==> src/rtl/mac_ilk_pkg.sv <==
package mac_ilk_pkg;
  typedef enum logic [1:0] {
    OP_OTHER = 2'd0,
    OP_MAC   = 2'd1,
    OP_LDACC = 2'd2,
    OP_STACC = 2'd3
  } op_e;
endpackage

==> src/rtl/mac_ilk_track.sv <==
module mac_ilk_track
  import mac_ilk_pkg::*;
#(
  parameter int ACC_W = 2
) (
  input  logic             clk_i,
  input  logic             rst_ni,
  input  logic             valid_i,
  input  logic             fire_i,
  input  op_e              op_i,
  input  logic [ACC_W-1:0] acc_i,
  output logic             hazard_o
);
  logic             prod_vld_q;
  logic [ACC_W-1:0] prod_acc_q;
  logic             seen_q;

  always_ff @(posedge clk_i or negedge rst_ni) begin
    if (!rst_ni) begin
      prod_vld_q <= 1'b0;
      prod_acc_q <= '0;
      seen_q     <= 1'b0;
    end else if (fire_i) begin
      prod_vld_q <= (op_i == OP_MAC) || (op_i == OP_LDACC);
      prod_acc_q <= acc_i;
      seen_q     <= 1'b1;
    end
  end

  assign hazard_o = valid_i && (op_i == OP_STACC) && prod_vld_q && (prod_acc_q == acc_i);

  p_first_no_hazard_r6: assert property (@(posedge clk_i) disable iff (!rst_ni)
    !seen_q |-> !hazard_o);
  p_same_acc_hazard_r1: assert property (@(posedge clk_i) disable iff (!rst_ni)
    ($past(fire_i) && ($past(op_i) == OP_MAC || $past(op_i) == OP_LDACC) &&
     valid_i && op_i == OP_STACC && acc_i == $past(acc_i)) |-> hazard_o);
  p_diff_acc_clear_r3: assert property (@(posedge clk_i) disable iff (!rst_ni)
    ($past(fire_i) && valid_i && op_i == OP_STACC && acc_i != $past(acc_i)) |-> !hazard_o);
  p_nonprod_clear_r4: assert property (@(posedge clk_i) disable iff (!rst_ni)
    ($past(fire_i) && ($past(op_i) == OP_OTHER || $past(op_i) == OP_STACC)) |-> !hazard_o);
endmodule

==> src/rtl/mac_ilk_hold.sv <==
module mac_ilk_hold #(
  parameter int STALL_CYC = 2
) (
  input  logic clk_i,
  input  logic rst_ni,
  input  logic valid_i,
  input  logic hazard_i,
  output logic stall_o
);
  localparam int CW = (STALL_CYC < 2) ? 1 : $clog2(STALL_CYC + 1);

  logic          wait_q;
  logic [CW-1:0] cnt_q;
  logic [CW-1:0] run_q;

  assign stall_o = valid_i && (wait_q ? (cnt_q != '0) : hazard_i);

  always_ff @(posedge clk_i or negedge rst_ni) begin
    if (!rst_ni) begin
      wait_q <= 1'b0;
      cnt_q  <= '0;
    end else if (!wait_q) begin
      if (hazard_i) begin
        wait_q <= 1'b1;
        cnt_q  <= CW'(STALL_CYC - 1);
      end
    end else if (valid_i) begin
      if (cnt_q == '0) wait_q <= 1'b0;
      else             cnt_q  <= cnt_q - 1'b1;
    end
  end

  // length of the current run of stall cycles, checker only
  always_ff @(posedge clk_i or negedge rst_ni) begin
    if (!rst_ni)      run_q <= '0;
    else if (stall_o) run_q <= run_q + 1'b1;
    else              run_q <= '0;
  end

  p_stall_bound_r1: assert property (@(posedge clk_i) disable iff (!rst_ni)
    stall_o |-> (run_q < CW'(STALL_CYC)));
  p_stall_full_r8: assert property (@(posedge clk_i) disable iff (!rst_ni)
    ($fell(stall_o) && valid_i) |-> (run_q == CW'(STALL_CYC)));
endmodule

==> src/rtl/mac_acc_interlock.sv <==
module mac_acc_interlock
  import mac_ilk_pkg::*;
#(
  parameter int NUM_ACC   = 4,
  parameter int STALL_CYC = 2,
  localparam int ACC_W    = $clog2(NUM_ACC)
) (
  input  logic             clk_i,
  input  logic             rst_ni,
  input  logic             valid_i,
  input  logic [1:0]       op_i,
  input  logic [ACC_W-1:0] acc_i,
  output logic             ready_o,
  output logic             stall_o
);
  logic hazard;
  logic fire;
  op_e  op;

  assign op      = op_e'(op_i);
  assign ready_o = !stall_o;
  assign fire    = valid_i && ready_o;

  mac_ilk_track #(.ACC_W(ACC_W)) u_track (
    .clk_i   (clk_i),
    .rst_ni  (rst_ni),
    .valid_i (valid_i),
    .fire_i  (fire),
    .op_i    (op),
    .acc_i   (acc_i),
    .hazard_o(hazard)
  );

  mac_ilk_hold #(.STALL_CYC(STALL_CYC)) u_hold (
    .clk_i   (clk_i),
    .rst_ni  (rst_ni),
    .valid_i (valid_i),
    .hazard_i(hazard),
    .stall_o (stall_o)
  );

  p_stall_valid_r7: assert property (@(posedge clk_i) disable iff (!rst_ni)
    stall_o |-> valid_i);
  p_producer_free_r5: assert property (@(posedge clk_i) disable iff (!rst_ni)
    (valid_i && op != OP_STACC) |-> !stall_o);
endmodule

==> config.mk <==
export PLATFORM = sky130hd
export DESIGN_NAME = mac_acc_interlock
export DESIGN_NICKNAME = d
export VERILOG_FILES = /design/src/rtl/mac_ilk_pkg.sv /design/src/rtl/mac_ilk_track.sv /design/src/rtl/mac_ilk_hold.sv /design/src/rtl/mac_acc_interlock.sv
export SDC_FILE = /design/constraint.sdc
export NUM_CORES = 1
export LEC_CHECK = 0
export BUFFER_PORTS_ARGS = -buffer_cell sky130_fd_sc_hd__buf_2
export CORE_AREA = 3 3 40 42
export DETAILED_ROUTE_END_ITERATION = 8
export DIE_AREA = 0 0 43 45
export PLACE_DENSITY_LB_ADDON = 0.05
export SLEW_MARGIN = 20
export SYNTH_ARGS = -nofsm -noshare
export SYNTH_HDL_FRONTEND = slang
export SYNTH_HIERARCHICAL = 1
export SYNTH_SLANG_ARGS = --single-unit
==> constraint.sdc <==
create_clock -name clk_i -period 2 [get_ports clk_i]
set_input_delay 0.4 -clock clk_i [delete_from_list [all_inputs] [get_ports clk_i]]
set_output_delay 0.4 -clock clk_i [all_outputs]
set_load 0.01 [all_outputs]
==> reports/qor.csv <==
stage;metric;value;unit
run_status;status;finished clean;
yosys;synthesis.area;340;um2
yosys;avgSynthCellArea;11.3;um2
timing;final.period_utilization;93.0;%
routing;dr.pass1.iters;2;
grt;grt_overflow;0;
clock_tree;clk_latency;0.24;ns
yosys;synth-seq-cells;6;
clock_tree;clk_pin_slew_worst_paths;0.04;ns
worst_setup_path;worstSetupPathType;flip-flop to primary output;
routing;routed-wl-met3;43;um
timing;tightest_slew;0.280;ns
timing;slew_violations;0;
clock_tree;ctsLongestPathBuffers;2;
job;drv_cap;0;
yosys;synth-main-ff-cell;dfrtp_1;
floorplan;die_h;45;um
routing;dr_total_vias;251;
finish;syn_to_final_growth;29.8;%
power_and_ir_drop;leakagePower;0.209;nW
timing;fmax;0.537;GHz
yosys;synth_cells;30;
yosys;yosys.cell_types.count;18;
finish;layout.cells.non_filler;58;
yosys;synth_edf_count;0;
routing;viasPerCell;4.33;
floorplan;die_width;43;um
routing;drt_wl_total;587;um
worst_setup_path;worstSetupEndpointType;primary output;
timing;period_needed;1.86;ns
power_and_ir_drop;powerDensity;1130;nW/um2
yosys;synth_top_cell_area_share;44.1;%
clock_tree;clockRootBuffer;clkbuf_4;
finish;antennaDiodeCount;0;
routing;routedWlPerCell;10.1;um
yosys;ys_warn_count;6;
clock_tree;cts_made_buffers;3;
timing;clock_skew;0.00148;ns
worst_setup_path;required;1.60;ns
finish;drive_gt1_share;41.9;%
min_path;hp-class;input port to flip-flop;
finish;nets;54;
min_path;worstHoldStart;acc_i[0];
routing;route.antenna.remaining_nets;0;
power_and_ir_drop;irDropWorstVdd;0.416;mV
worst_setup_path;worst_r2r_startpoint;u_hold/cnt_q[0];
floorplan;initial_utilization;26.5;%
routing;drt-met1-wl;261;um
timing;rsz0062_at_grt;true;
worst_setup_path;startpoint;u_track/prod_acc_q[0];
grt;grt_util_all_layers;7.30;%
grt;grt_antenna_before_repair;0;
place;placedCellCount;53;
routing;highest_layer;met3;
place;dpl.hpwl;475;um
worst_setup_path;critical_path_arrival;1.46;ns
grt;grt_pass1_wl;966;um
yosys;synth_nets;39;
timing;slew_headroom;81.3;%
clock_tree;htree_levels;1;
floorplan;num_io_pins;9;
clock_tree;clock_sinks;6;
timing;finalHoldViolCount;0;
worst_setup_path;worstPathMaxFanout;3;
yosys;seq_area_frac_synth;44.1;%
routing;drcViolationCount;0;
worst_setup_path;cp-start-kind;flip-flop;
power_and_ir_drop;power.total;0.499;mW
grt;grt_max_degree;7;
yosys;yosysTopAreaCell;dfrtp_1;
floorplan;core_area;1280;um2
floorplan;die_area;1940;um2
routing;drt_iter0_drc;3;
yosys;synthArstFlopShare;100;%
floorplan;placementRows;13;
place;routabilityCongestion;0.658;
timing;setup_viol;0;
yosys;synth_area_leaders;dfrtp_1, mux2_2, ha_1;
routing;wl_met2;282;um
place;io_buffers;8;
clock_tree;cts_tree;done;
grt;grt_pass1_vias;259;
[layout by cell type, fill, tap and decap left out, drive strengths merged]
master       n
inv          3
and2         1
nor3         2
nor2b        1
clkinv       1
nor2         1
xnor2        1
a21oi        1
buf          9
clkbuf       3
nand3        1
dlygate4sd3  1
a22o         1
mux2i        2
nand2b       1
mux2         3
dfrtp        6
xor2         2
a31oi        1
ha           2
[stage by stage]
stage / util (%) / worst slack [ns] / hold WS [ns] / cell area [um2] / TNS (ns)
after floorplan: - / 0.312 / 0.104 / 340 / 0
after global placement: 31.1 / 0.121 / 0.229 / 399 / 0
after detailed placement: 31.1 / 0.0997 / 0.231 / 399 / 0
after CTS: 33.6 / 0.0617 / 0.412 / 432 / 0
after global routing: 34.4 / -0.0136 / 0.413 / 442 / -0.0136
final: 34.4 / 0.139 / 0.427 / 442 / 0
[path summary, 6_finish.rpt]
kind | endpoint | slack (ns) | cells past startpoint
setup / recovery | ready_o | 0.14 | 7
hold / removal | u_track/prod_acc_q[0] | 0.43 | 2
setup reg to reg | u_track/prod_acc_q[1] | 0.37 | 6
hold reg to reg | u_track/prod_vld_q | 0.50 | 1
max in group asynchronous | u_track/prod_vld_q | 1.35 | 2
min in group asynchronous | u_hold/cnt_q[0] | 0.51 | 2
[state kept, by name, indices dropped and copies added (netlist names)]
register and cells:
u_track/prod_acc_q 2, u_track/prod_vld_q 1, u_hold/cnt_q 2, u_hold/wait_q 1
[synthesized netlist by cell type (all sizes together) (2+ instances only)]
cell	instances
ha	2
xor2	2
dfrtp	6
nor3	2
mux2	3
inv	3
mux2i	2
[worst max-delay path, stage by stage (launching register included)]
cell,delay (ns)
dfrtp_1,0.38
xor2_1,0.15
nor3_2,0.20
inv_1,0.06
mux2i_1,0.12
and2_4,0.16
inv_1,0.03
buf_2,0.12
[what timing repair did]
item / CTS / global route
buffers inserted: 0 / 1
setup endpoints to repair: 0 / 2
gates resized for setup: 0 / 1
endpoints found under the hold margin: 6 / 0
hold buffers: 1 / 0
[power breakdown]
part	switching, mW	internal, mW
sequential	0.0330	0.164
combinational	0.0856	0.109
clock	0.0402	0.0676
total	0.159	0.341
[metal layers]
layer / GRT usage (%) / up-vias
li1: - / 128
met1: 7.65 / 116
met2: 10.2 / 7
met3: 2.79 / 0
met4: 9.04 / 0
met5: 0 / -
[cell type report]
type | count | area (um2)
well taps | 15 | 18.8
clock buffers | 3 | 22.5
flip-flops and latches | 6 | 150
multi-input cells | 20 | 178
inverters | 4 | 15.0
repair buffers | 10 | 57.6
fillers | 137 | 843
[cells by family after synthesis]
logic type | count (synthesis) | synth area share [%]
AND/OR/NAND/NOR | 7 | 14.7
flip-flops | 6 | 44.1
multiplexers | 5 | 15.8
buffers and inverters | 4 | 4.41
AO/OA/AOI/OAI | 3 | 5.88
XOR/XNOR | 3 | 7.72
adder cells (fa/ha/maj) | 2 | 7.35
Power figures use the tool's default switching activity.
